==> config.mk <==
export PLATFORM = sky130hd
export DESIGN_NAME = bridge_adc_reader
export DESIGN_NICKNAME = d
export VERILOG_FILES = /design/src/rtl/bar_pkg.sv /design/src/rtl/bar_phase_timer.sv /design/src/rtl/bar_shift_in.sv /design/src/rtl/bar_result_stage.sv /design/src/rtl/bar_wait_watchdog.sv /design/src/rtl/bridge_adc_reader.sv
export SDC_FILE = /design/constraint.sdc
export NUM_CORES = 1
export LEC_CHECK = 0
export BUFFER_PORTS_ARGS = -buffer_cell sky130_fd_sc_hd__buf_2
export CORE_AREA = 2 2 112 114
export DETAILED_ROUTE_END_ITERATION = 8
export DIE_AREA = 0 0 114 116
export HOLD_SLACK_MARGIN = 0.12
export PLACE_DENSITY = 0.59
export SETUP_SLACK_MARGIN = 0.5
export SYNTH_ARGS = -nofsm -noshare
export SYNTH_HDL_FRONTEND = slang
export SYNTH_SLANG_ARGS = --single-unit
export TNS_END_PERCENT = 50
==> constraint.sdc <==
create_clock -name clk -period 10.9 [get_ports clk]
set_input_delay 3.27 -clock clk [delete_from_list [all_inputs] [get_ports clk]]
set_output_delay 3.27 -clock clk [all_outputs]
set_load 0.03 [all_outputs]
==> src/rtl/bar_pkg.sv <==
package bar_pkg;

    localparam int unsigned SAMPLE_W = 24;

    typedef logic [SAMPLE_W-1:0] sample_t;

    typedef enum logic [2:0] {
        ST_IDLE,
        ST_WAIT,
        ST_HIGH,
        ST_LOW,
        ST_DONE,
        ST_STBY
    } rd_state_e;

    typedef struct packed {
        sample_t code;
        logic    ovr;
    } result_t;

    localparam sample_t POS_FULL = {1'b0, {(SAMPLE_W-1){1'b1}}};
    localparam sample_t NEG_FULL = {1'b1, {(SAMPLE_W-1){1'b0}}};

    function automatic logic at_full_scale(sample_t c);
        return (c == POS_FULL) || (c == NEG_FULL);
    endfunction

    function automatic result_t make_result(sample_t c);
        result_t r;
        r.code = c;
        r.ovr  = at_full_scale(c);
        return r;
    endfunction

endpackage

==> src/rtl/bar_phase_timer.sv <==
module bar_phase_timer #(
    parameter int unsigned DIV_W = 8
) (
    input  logic             clk,
    input  logic             rst,
    input  logic             active_i,
    input  logic [DIV_W-1:0] len_i,
    output logic             last_o
);
    logic [DIV_W-1:0] cnt;
    logic [DIV_W-1:0] len_m1;

    // a zero length behaves like a length of one
    assign len_m1 = (len_i == '0) ? '0 : len_i - 1'b1;
    assign last_o = active_i && (cnt >= len_m1);

    always_ff @(posedge clk) begin
        if (rst || !active_i || last_o)
            cnt <= '0;
        else
            cnt <= cnt + 1'b1;
    end

    AST_PHASE_IDLE_CLEAR: assert property (@(posedge clk) disable iff (rst)
        !active_i |=> (cnt == '0)) else $error("phase counter kept count");

endmodule

==> src/rtl/bar_shift_in.sv <==
module bar_shift_in #(
    parameter int unsigned W = 24
) (
    input  logic         clk,
    input  logic         rst,
    input  logic         clr_i,
    input  logic         take_i,
    input  logic         din_i,
    output logic [W-1:0] word_o
);
    always_ff @(posedge clk) begin
        if (rst || clr_i)
            word_o <= '0;
        else if (take_i)
            word_o <= {word_o[W-2:0], din_i};
    end
endmodule

==> src/rtl/bar_result_stage.sv <==
module bar_result_stage
    import bar_pkg::*;
#(
    parameter int unsigned DROP_N = 4
) (
    input  logic    clk,
    input  logic    rst,
    input  logic    flush_i,
    input  logic    done_i,
    input  sample_t word_i,
    output sample_t data_o,
    output logic    ovr_o,
    output logic    valid_o
);
    localparam int unsigned DROP_W = (DROP_N < 1) ? 1 : $clog2(DROP_N + 1);
    localparam logic [DROP_W-1:0] DROP_LOAD = DROP_W'(DROP_N);

    logic [DROP_W-1:0] drop_cnt;
    result_t           res_q;

    always_ff @(posedge clk) begin
        if (rst) begin
            drop_cnt <= '0;
        end else if (flush_i) begin
            drop_cnt <= DROP_LOAD;
        end else if (done_i && drop_cnt != '0) begin
            drop_cnt <= drop_cnt - 1'b1;
        end
    end

    always_ff @(posedge clk) begin
        if (rst) begin
            res_q   <= '0;
            valid_o <= 1'b0;
        end else begin
            valid_o <= 1'b0;
            if (done_i && drop_cnt == '0 && !flush_i) begin
                res_q   <= make_result(word_i);
                valid_o <= 1'b1;
            end
        end
    end

    assign data_o = res_q.code;
    assign ovr_o  = res_q.ovr;

    AST_DROP_BOUND: assert property (@(posedge clk) disable iff (rst)
        drop_cnt <= DROP_LOAD) else $error("drop counter overflow");
    AST_VALID_PULSE: assert property (@(posedge clk) disable iff (rst)
        valid_o |=> !valid_o) else $error("valid longer than one cycle");
    AST_OVR_FULLSCALE: assert property (@(posedge clk) disable iff (rst)
        (valid_o && ovr_o) |-> (data_o == POS_FULL || data_o == NEG_FULL))
        else $error("overrange flag on in-range code");

endmodule

==> src/rtl/bar_wait_watchdog.sv <==
module bar_wait_watchdog #(
    parameter int unsigned TO_W = 16
) (
    input  logic            clk,
    input  logic            rst,
    input  logic            arm_i,
    input  logic [TO_W-1:0] limit_i,
    output logic            timeout_o
);
    logic [TO_W-1:0] cnt;

    always_ff @(posedge clk) begin
        if (rst || !arm_i || limit_i == '0) begin
            cnt       <= '0;
            timeout_o <= 1'b0;
        end else if (cnt >= limit_i) begin
            cnt       <= '0;
            timeout_o <= 1'b1;
        end else begin
            cnt       <= cnt + 1'b1;
            timeout_o <= 1'b0;
        end
    end

    AST_TIMEOUT_ARMED: assert property (@(posedge clk) disable iff (rst)
        timeout_o |-> $past(arm_i)) else $error("timeout while not waiting");

endmodule

==> src/rtl/bridge_adc_reader.sv <==
module bridge_adc_reader
    import bar_pkg::*;
#(
    parameter int unsigned DIV_W  = 8,
    parameter int unsigned TO_W   = 16,
    parameter int unsigned DROP_N = 4
) (
    input  logic                clk,
    input  logic                rst,
    input  logic                sdi_i,
    input  logic                run_i,
    input  logic                standby_i,
    input  logic                flush_i,
    input  logic [DIV_W-1:0]    hi_len_i,
    input  logic [DIV_W-1:0]    lo_len_i,
    input  logic [TO_W-1:0]     wait_limit_i,
    output logic                sclk_o,
    output logic [SAMPLE_W-1:0] data_o,
    output logic                ovr_o,
    output logic                valid_o,
    output logic                busy_o,
    output logic                timeout_o
);
    localparam int unsigned CNT_W = $clog2(SAMPLE_W + 1);
    localparam logic [CNT_W-1:0] TAIL_PULSE = CNT_W'(SAMPLE_W);

    rd_state_e        state;
    logic [CNT_W-1:0] pulse_idx;
    logic             ph_active;
    logic             ph_last;
    logic [DIV_W-1:0] ph_len;
    logic             take_bit;
    sample_t          word;

    assign ph_active = (state == ST_HIGH) || (state == ST_LOW);
    assign ph_len    = (state == ST_HIGH) ? hi_len_i : lo_len_i;
    assign take_bit  = (state == ST_HIGH) && ph_last && (pulse_idx != TAIL_PULSE);
    assign busy_o    = ph_active || (state == ST_DONE);

    bar_phase_timer #(.DIV_W(DIV_W)) u_timer (
        .clk      (clk),
        .rst      (rst),
        .active_i (ph_active),
        .len_i    (ph_len),
        .last_o   (ph_last)
    );

    bar_shift_in #(.W(SAMPLE_W)) u_shift (
        .clk    (clk),
        .rst    (rst),
        .clr_i  (state == ST_WAIT),
        .take_i (take_bit),
        .din_i  (sdi_i),
        .word_o (word)
    );

    bar_result_stage #(.DROP_N(DROP_N)) u_result (
        .clk     (clk),
        .rst     (rst),
        .flush_i (flush_i),
        .done_i  (state == ST_DONE),
        .word_i  (word),
        .data_o  (data_o),
        .ovr_o   (ovr_o),
        .valid_o (valid_o)
    );

    bar_wait_watchdog #(.TO_W(TO_W)) u_watchdog (
        .clk       (clk),
        .rst       (rst),
        .arm_i     ((state == ST_WAIT) && sdi_i && !standby_i && run_i),
        .limit_i   (wait_limit_i),
        .timeout_o (timeout_o)
    );

    always_ff @(posedge clk) begin
        if (rst) begin
            state     <= ST_IDLE;
            sclk_o    <= 1'b0;
            pulse_idx <= '0;
        end else begin
            unique case (state)
                ST_IDLE: begin
                    if (standby_i) begin
                        state  <= ST_STBY;
                        sclk_o <= 1'b1;
                    end else if (run_i) begin
                        state <= ST_WAIT;
                    end
                end
                ST_WAIT: begin
                    if (standby_i) begin
                        state  <= ST_STBY;
                        sclk_o <= 1'b1;
                    end else if (!run_i) begin
                        state <= ST_IDLE;
                    end else if (!sdi_i) begin
                        state     <= ST_HIGH;
                        sclk_o    <= 1'b1;
                        pulse_idx <= '0;
                    end
                end
                ST_HIGH: begin
                    if (ph_last) begin
                        state  <= ST_LOW;
                        sclk_o <= 1'b0;
                    end
                end
                ST_LOW: begin
                    if (ph_last) begin
                        if (pulse_idx == TAIL_PULSE) begin
                            state <= ST_DONE;
                        end else begin
                            pulse_idx <= pulse_idx + 1'b1;
                            state     <= ST_HIGH;
                            sclk_o    <= 1'b1;
                        end
                    end
                end
                ST_DONE: state <= ST_IDLE;
                ST_STBY: begin
                    if (!standby_i) begin
                        state  <= ST_IDLE;
                        sclk_o <= 1'b0;
                    end
                end
                default: begin
                    state  <= ST_IDLE;
                    sclk_o <= 1'b0;
                end
            endcase
        end
    end

    AST_READ_AFTER_LOW: assert property (@(posedge clk) disable iff (rst)
        (state == ST_HIGH && $past(state) == ST_WAIT) |-> !$past(sdi_i))
        else $error("transfer started with line high");
    AST_STBY_CLOCK_HIGH: assert property (@(posedge clk) disable iff (rst)
        (state == ST_STBY) |-> sclk_o) else $error("clock low in standby");
    AST_PULSE_BOUND: assert property (@(posedge clk) disable iff (rst)
        pulse_idx <= TAIL_PULSE) else $error("pulse index overflow");
    AST_NO_SAMPLE_ON_TAIL: assert property (@(posedge clk) disable iff (rst)
        take_bit |-> (sclk_o && pulse_idx < TAIL_PULSE)) else $error("bad sample point");

endmodule

==> results of run 1 <==
==> cell usage in the layout (no fill, tap or decap), types with 3 or more instances in the layout <==
master	synthesis	layout
dfxtp_1	87	87
nand2_1	69	69
buf_2	8	66
a21oi_1	63	63
nor2_1	39	39
nand3_1	38	38
o21ai_0	32	32
ha_1	30	30
inv_1	29	29
nor4_1	14	14
xor2_1	13	13
nand4_1	12	12
nor3_1	11	11
xnor2_1	10	10
nand2b_1	9	9
clkbuf_16	0	9
mux2i_1	7	7
and3_1	6	6
a21o_1	5	5
nor2b_1	4	4
o21a_1	4	4
and4b_1	3	3
and2_1	3	3
and4_1	3	3
a211oi_1	3	3
o211ai_1	3	3
nand4b_1	3	3
or3_1	3	3
or4_1	3	3
o2111ai_1	3	3
==> path summary, 6_finish.rpt <==
kind | start | slack, ns | to | cells after the start
min | u_result.data_o[13]$_SDFFE_PP0P_ | 0.45 | u_result.data_o[13]$_SDFFE_PP0P_ | 2
max reg2reg | state[1]$_SDFFE_PP0P_ | 6.01 | pulse_idx[2]$_SDFFE_PP0P_ | 11
max | hi_len_i[3] | 4.47 | pulse_idx[2]$_SDFFE_PP0P_ | 11
min reg2reg | u_result.data_o[13]$_SDFFE_PP0P_ | 0.45 | u_result.data_o[13]$_SDFFE_PP0P_ | 2
==> power by group <==
part	switching [mW]	leakage, nW	internal [mW]
Sequential	0.00783	0.702	0.321
Combinational	0.0391	1.21	0.0229
Clock	0.124	0.139	0.167
Total	0.171	2.05	0.511
==> metrics by stage <==
step | hold slack [ns] | std cells | util
after floorplan | 0.441 | 574 | -
after global placement | 0.445 | 757 | 0.421
after detailed placement | 0.446 | 757 | 0.421
after CTS | 0.454 | 773 | 0.445
after global routing | 0.470 | 773 | 0.445
final | 0.451 | 773 | 0.445
==> layout make-up <==
| class | count | area share |
|---|---|---|
| Clock buffer | 12 | 0.0484 |
| Clock inverter | 4 | 0.00566 |
| Inverter | 29 | 0.0205 |
| Multi-Input combinational cell | 426 | 0.497 |
| Sequential cell | 87 | 0.328 |
| Tap cell | 147 | 0.0347 |
| Timing Repair Buffer | 68 | 0.0651 |
==> flip-flops by register name, summed over array words and instances, names as in the netlist <==
signal / cells
u_result.data_o: 24
u_result.valid_o: 1
u_shift.word_o: 24
u_timer.cnt: 8
state: 3
pulse_idx: 5
u_watchdog.timeout_o: 1
u_result.drop_cnt: 3
u_result.ovr_o: 1
sclk_o: 1
u_watchdog.cnt: 16
==> critical path, delay by kind of cell <==
family | cells | cell delay, ns
mux | 1 | 0.29
simple gates | 6 | 1.29
fa+ha+maj | 1 | 0.26
buf+inv | 1 | 0.10
compound gates | 2 | 1.44
==> cells by family (layout without fill, tap and decap cells) <==
logic type / after synthesis / in the layout / synth area share
adder cells (fa/ha/maj): 30 / 30 / 0.0803
XOR/XNOR: 23 / 23 / 0.0431
buffers and inverters: 61 / 113 / 0.0640
flip-flops: 87 / 87 / 0.373
AO/OA/AOI/OAI: 135 / 135 / 0.170
multiplexers: 9 / 9 / 0.0198
AND/OR/NAND/NOR: 229 / 229 / 0.250
==> metal layers <==
layer,vias to the layer above,track usage,wire length [um],share of wire
li1,2136,-,-,-
met3,11,0.0282,390,0.037
met5,-,0,0,0
met4,0,0.0585,146,0.014
met1,1931,0.220,5200,0.49
met2,80,0.287,4940,0.46
==> impl_metrics.yaml, run 1 <==
run_status:
  status: "completed"
floorplan:
  dieWidth_um: 114
  die-height_um: 116
  core-area_mm2: 0.0119
  die_area_mm2: 0.0132
  ioPinCount: 67
  start_util: 0.392
  rows: 40
power_and_ir_drop:
  p_total_uw: 682
  p_leak_nw: 2.05
  vdd_drop_max_uv: 72.5
  p_per_area_mw_per_mm2: 129
timing:
  clock_skew_ns: 0.0100
  setup_viol: 0
  rsz0062_at_grt: "false"
  final_hold_viol_count: 0
  timing.slew.headroom: 0.156
  fin_setup_tns_ns: 0
  tightest_slew_ns: 1.27
  max_freq_mhz: 155
  setup_ws_ns: 4.47
  period_share: 0.590
  min_period_ns: 6.43
  finalMaxSlewViolations: 0
finish:
  seqCellArea_mm2: 0.00174
  diodes: 0
  multi_input_area_mm2: 0.00264
  drive_gt1_frac: 0.150
  area_delta_synth_final_pct: 13.5
  nets: 689
  fillers: 1199
  stdcell_area_mm2: 0.00530
placement:
  placed_area_mm2: 0.00502
  gp_congestion: 0.777
  port_buffers: 66
  hpwl_mm: 7.60
  pre_cts_slack_ns: 4.14
synth:
  yosys_warnings: 0
  syn-cell-area_mm2: 0.00467
  yosysUniqueCellTypes: 59
  yosysSeqAreaShare: 0.373
  ys_top_cells_by_area: "dfxtp_1 (37%), ha_1 (8.0%), a21oi_1 (6.7%)"
  yosysTopAreaCellShare: 0.373
  post-synth-top-count-cell: "dfxtp_1"
  yosys-top-cells-count: "dfxtp_1 (87), nand2_1 (69), a21oi_1 (63)"
  avgSynthCellArea_um2: 8.14
  syn_inst: 574
  synthFlopType: "dfxtp_1"
  synth-edff-count: 0
  synth-seq-cells: 87
  synth_fp_nets: 642
  yosysTopAreaCell: "dfxtp_1"
  synthArstFlopShare: 0
clocking:
  cts_made_buffers: 9
  clk_pin_slew_ns: 0.06
  clockRootBuffer: "clkbuf_16"
  cts_resized: 0
  clk_path_buf_depth: 2
  post_cts_buffers: 0
  clk_latency_ns: 0.34
  cts-htree-levels: 3
  cts_tree: "yes"
  clock-sinks: 87
  ctsHoldBuffers: 0
worst_setup_path:
  worstPathArrival_ns: 6.65
  path_class: "input pin to register"
  path_max_fanout: 32
  end_kind: "register"
  crit_chain: "buf_2 > mux2i_1 > and4b_1 > nand2_1 > and3_1 > ha_1 > nand2b_1 > a2111o_1 > a21oi_2 > nor4_1 > or3_1"
  cpMaxStageDelayCell: "a21oi_2"
  max_stage_delay_ns: 0.99
  worstPathRequired_ns: 11.12
  start_kind: "input pin"
route:
  wire_per_inst_um: 13.8
  routed_wl_mm: 10.7
  dr_total_vias: 4158
  route.detailed.drc: 0
  drtIter0Drc: 230
  drtAntennaViolNets: 0
  viasPerCell: 5.38
  dr.pass1.iters: 5
grt:
  antenna_found_initial: 0
  grt_pass1_vias: 3976
  grt_pass1_wl_mm: 18.3
  gr-usage-all-layers: 0.169
  grt_max_degree: 42
  grt_overflow_total: 0
flow_run:
  cap_viol_max_count: 0
hold_path:
  holdCritPathClass: "register to register"
(Power assumes the default switching activity.)
==> run 2, diff against run 1 <==
- clock period: 10.9 -> 6.6 ns (I/O delays scaled with it)
==> impl_metrics.yaml, run 2 (same netlist as run 1, synthesis figures left out) <==
timing:
  tightest_slew_ns: 1.05
  finalMaxSlewViolations: 0
  fin_setup_tns_ns: 0
  timing.slew.headroom: 0.296
  period_share: 0.757
  final_hold_viol_count: 0
  rsz0062_at_grt: "false"
  clock_skew_ns: 0.00789
  setup_viol: 0
  min_period_ns: 5.00
  max_freq_mhz: 200
grt:
  antenna_found_initial: 0
  grt_pass1_vias: 4036
  grt_max_degree: 42
  gr-usage-all-layers: 0.171
  grt_overflow_total: 0
  grt_pass1_wl_mm: 18.5
power_and_ir_drop:
  p_per_area_mw_per_mm2: 232
  vdd_drop_max_uv: 148
  p_leak_nw: 2.10
  p_total_mw: 1.25
floorplan:
  ioPinCount: 67
  die-height_um: 116
  start_util: 0.392
  core-area_mm2: 0.0119
  dieWidth_um: 114
  die_area_mm2: 0.0132
  rows: 40
route:
  routed_wl_mm: 10.8
  route.detailed.drc: 0
  wire_per_inst_um: 14.0
  drtIter0Drc: 206
  dr.pass1.iters: 4
  drtAntennaViolNets: 0
  viasPerCell: 5.37
  dr_total_vias: 4160
worst_setup_path:
  path_max_fanout: 17
  cpMaxStageDelayCell: "a21oi_2"
  worstPathArrival_ns: 5.23
  reg2reg_to: "pulse_idx[2]$_SDFFE_PP0P_"
  cp_top_family: "simple AND/OR/NAND/NOR gates"
  path_buf_inv: 2
  rr_worst_depth: 12
  ff2ff_setup_slack_ns: 1.84
  max_stage_delay_ns: 0.59
  end_kind: "register"
  r2r_start: "state[1]$_SDFFE_PP0P_"
  crit_chain: "buf_2 > nor2_1 > mux2i_1 > and4b_1 > nand2_1 > and3_1 > ha_1 > nand2b_1 > a2111o_1 > a21oi_2 > buf_4 > nor4_1 > or3_1"
  worstPathRequired_ns: 6.83
  path_class: "input pin to register"
  start_kind: "input pin"
finish:
  nets: 690
  final_cell_mix: "dfxtp_1 (87), nand2_1 (69), buf_2 (66)"
  final_common_cell: "dfxtp_1"
  diodes: 0
  drive_gt1_frac: 0.153
  final_util: 0.452
  area_delta_synth_final_pct: 15.2
clocking:
  cts_resized: 0
  ctsHoldBuffers: 0
  post_cts_buffers: 0
  clock-sinks: 87
  clk_path_buf_depth: 2
  clockRootBuffer: "clkbuf_16"
  cts_tree: "yes"
  clk_latency_ns: 0.35
  cts-htree-levels: 3
  cts_made_buffers: 9
  clk_pin_slew_ns: 0.07
placement:
  hpwl_mm: 7.82
  gp_congestion: 0.782
  port_buffers: 66
run_status:
  status: "completed"
hold_path:
  hold_end: "u_result.data_o[10]$_SDFFE_PP0P_"
  holdCritPathClass: "register to register"
  hold_depth: 2
  hp-start: "u_result.data_o[10]$_SDFFE_PP0P_"
flow_run:
  cap_viol_max_count: 0
[run 2: cell count changes in the layout (fill, tap and decap cells not counted)]
| cell | delta |
|---|---|
| clkbuf_1 | -1 |
| bufinv_16 | +3 |
| clkinv_4 | -1 |
| clkinvlp_4 | -1 |
| buf_4 | +1 |
[run 2: area by class of cell]
class	instances	area, um2
flip-flops and latches	87	1740
inverters	29	109
repair buffers	69	353
clock buffers	11	253
multi-input cells	426	2640
clock inverters	5	104
well taps	147	184
fillers	1212	6530
[run 2: worst max-delay path by stage]
stage,start,to,slack [ns],depth (start not counted)
2_1_floorplan,hi_len_i[3],pulse_idx[0]$_SDFFE_PP0P_,2.22,12
3_3_place_gp,hi_len_i[1],pulse_idx[2]$_SDFFE_PP0P_,1.41,13
3_5_place_dp,hi_len_i[1],pulse_idx[2]$_SDFFE_PP0P_,1.29,13
4_1_cts,hi_len_i[1],pulse_idx[2]$_SDFFE_PP0P_,1.66,13
5_1_grt,hi_len_i[3],pulse_idx[2]$_SDFFE_PP0P_,1.41,12
6_report,hi_len_i[1],pulse_idx[2]$_SDFFE_PP0P_,1.60,13
[run 2: metal layers]
layer,up-vias,part of all wire,track usage
met4,0,0.011,0.0528
met1,1938,0.48,0.217
li1,2141,-,-
met2,68,0.47,0.288
met5,-,0,0
met3,13,0.034,0.0413
[run 2: worst register-to-register path, delay by kind of cell (launching register included)]
| kind | cells | cell delay [ns] |
|---|---|---|
| AND/OR/NAND/NOR | 7 | 1.91 |
| AO/OA/AOI/OAI | 2 | 1.05 |
| flip-flops | 1 | 0.70 |
| multiplexers | 1 | 0.42 |
| buffers and inverters | 1 | 0.33 |
| adder cells (fa/ha/maj) | 1 | 0.25 |
[run 2: power breakdown]
group	internal [mW]	total [mW]	switching, mW
logic	0.0380	0.103	0.0647
registers	0.530	0.543	0.0128
clock network	0.390	0.602	0.211
[run 2: per-stage QoR]
| step | cells | worst slack (ns) | hold WS (ns) | area [um2] |
|---|---|---|---|---|
| 5_1_grt | 774 | 1.41 | 0.472 | 5380 |
| 4_1_cts | 774 | 1.66 | 0.458 | 5380 |
| 2_1_floorplan | 574 | 2.22 | 0.441 | 4670 |
| 3_3_place_gp | 758 | 1.41 | 0.443 | 5020 |
| 3_5_place_dp | 758 | 1.29 | 0.447 | 5020 |
| 6_report | 774 | 1.60 | 0.454 | 5380 |
==> run 3, diff against run 2 <==
- PLACE_DENSITY: 0.59 -> 0.61
- clock period: 6.6 -> 4.3 ns (I/O delays scaled with it)
==> impl_metrics.yaml, run 3 (same netlist as run 1, synthesis figures left out) <==
clocking:
  clk_latency_ns: 0.34
  clock-sinks: 87
  clockRootBuffer: "clkbuf_16"
  clk_path_buf_depth: 2
  cts_made_buffers: 9
  clk_pin_slew_ns: 0.06
  cts-htree-levels: 3
  cts_tree: "yes"
finish:
  diodes: 0
  final_cell_mix: "dfxtp_1 (87), nand2_1 (69), buf_2 (66)"
  drive_gt1_frac: 0.171
  final_common_cell: "dfxtp_1"
  nets: 702
  area_delta_synth_final_pct: 16.5
hold_path:
  hold_depth: 2
  hold_end: "u_result.data_o[20]$_SDFFE_PP0P_"
  holdCritPathClass: "register to register"
  hp-start: "u_result.data_o[20]$_SDFFE_PP0P_"
power_and_ir_drop:
  vdd_drop_max_uv: 185
  p_per_area_mw_per_mm2: 327
  p_leak_nw: 2.13
  p_total_mw: 1.78
route:
  drtIter0Drc: 408
  drtAntennaViolNets: 0
  dr_total_vias: 4248
  dr.pass1.iters: 5
  wire_per_inst_um: 14.0
  routed_wl_mm: 11.0
  route.detailed.drc: 0
  viasPerCell: 5.41
worst_setup_path:
  ff2ff_setup_slack_ns: 0.80
  path_class: "input pin to register"
  r2r_start: "state[2]$_SDFFE_PP0P_"
  worstPathArrival_ns: 3.87
  start_kind: "input pin"
  end_kind: "register"
  reg2reg_to: "pulse_idx[4]$_SDFFE_PP0P_"
  rr_worst_depth: 13
  worstPathRequired_ns: 4.53
  path_max_fanout: 17
floorplan:
  dieWidth_um: 114
  die_area_mm2: 0.0132
  ioPinCount: 67
  core-area_mm2: 0.0119
  die-height_um: 116
  start_util: 0.392
  rows: 40
timing:
  tightest_slew_ns: 0.874
  hold_ws_ns: 0.453
  fin_setup_tns_ns: 0
  finalMaxSlewViolations: 0
  final_hold_viol_count: 0
  max_freq_mhz: 275
  min_period_ns: 3.63
  setup_ws_ns: 0.665
  setup_viol: 0
  timing.slew.headroom: 0.416
  rsz0062_at_grt: "false"
  clock_skew_ns: 0.00856
  period_share: 0.845
grt:
  grt_pass1_vias: 4016
  antenna_found_initial: 0
  gr-usage-all-layers: 0.170
  grt_overflow_total: 0
  grt_max_degree: 42
  grt_pass1_wl_mm: 18.4
placement:
  port_buffers: 66
  pre_cts_slack_ns: 0.253
  hpwl_mm: 7.84
  gp_congestion: 0.759
flow_run:
  cap_viol_max_count: 0
run_status:
  status: "completed"
==> run 3: worst max-delay path by stage <==
stage                      from                              to  slack [ns]  cells past startpoint
finish              hi_len_i[1]       pulse_idx[4]$_SDFFE_PP0P_        0.67                     13
global route        hi_len_i[3]  u_shift.word_o[9]$_SDFFE_PP0P_        0.50                     12
floorplan           hi_len_i[3]       pulse_idx[0]$_SDFFE_PP0P_        0.61                     12
global placement    hi_len_i[1]       pulse_idx[2]$_SDFFE_PP0P_        0.34                     12
detailed placement  hi_len_i[1]       u_timer.cnt[2]$_SDFF_PP0_        0.25                     13
CTS                 hi_len_i[1]       u_timer.cnt[2]$_SDFF_PP0_        0.60                     13
==> run 3: per-layer routing <==
layer / vias up / wire length (um) / track usage
met5: - / 0 / 0
met4: 0 / 198 / 0.0585
met3: 21 / 489 / 0.0403
met2: 112 / 5190 / 0.288
met1: 1961 / 5080 / 0.212
li1: 2154 / - / -
==> run 3: area by class of cell <==
cell class              count  area (um2)
clock buffers              11         243
multi-input cells         426        2650
well taps                 147         184
clock inverters             4        55.1
repair buffers             81         455
inverters                  29         109
flip-flops and latches     87        1740
fillers                  1127        6470
==> run 3: through the flow <==
stage               instance area, um2   util  std cells
finish                            5440  0.457        785
global route                      5440  0.457        785
CTS                               5400  0.453        782
detailed placement                5100  0.428        767
global placement                  5100  0.428        767
floorplan                         4670      -        574
==> run 3: worst max-delay path, cell delays in order <==
cell,delay [ns]
buf_2,0.10
nor2_1,0.12
mux2i_1,0.13
nor2b_1,0.26
a21boi_0,0.23
a21oi_1,0.10
ha_1,0.29
o21ai_0,0.07
a21oi_1,0.36
a21oi_4,0.14
buf_12,0.17
o311a_1,0.34
a211o_1,0.25
==> run 3: what timing repair did <==
| item | 4_1_cts | 5_1_grt |
|---|---|---|
| setup buffers | 0 | 3 |
| resized for setup | 0 | 4 |
| setup endpoints to repair | 0 | 37 |
| hold buffers | 0 | 0 |
==> run 3: power by group <==
part | switching (mW) | internal [mW] | total, mW | leakage, nW
Clock | 0.314 | 0.466 | 0.779 | 0.142
Sequential | 0.00605 | 0.813 | 0.819 | 0.702
Combinational | 0.116 | 0.0660 | 0.182 | 1.29
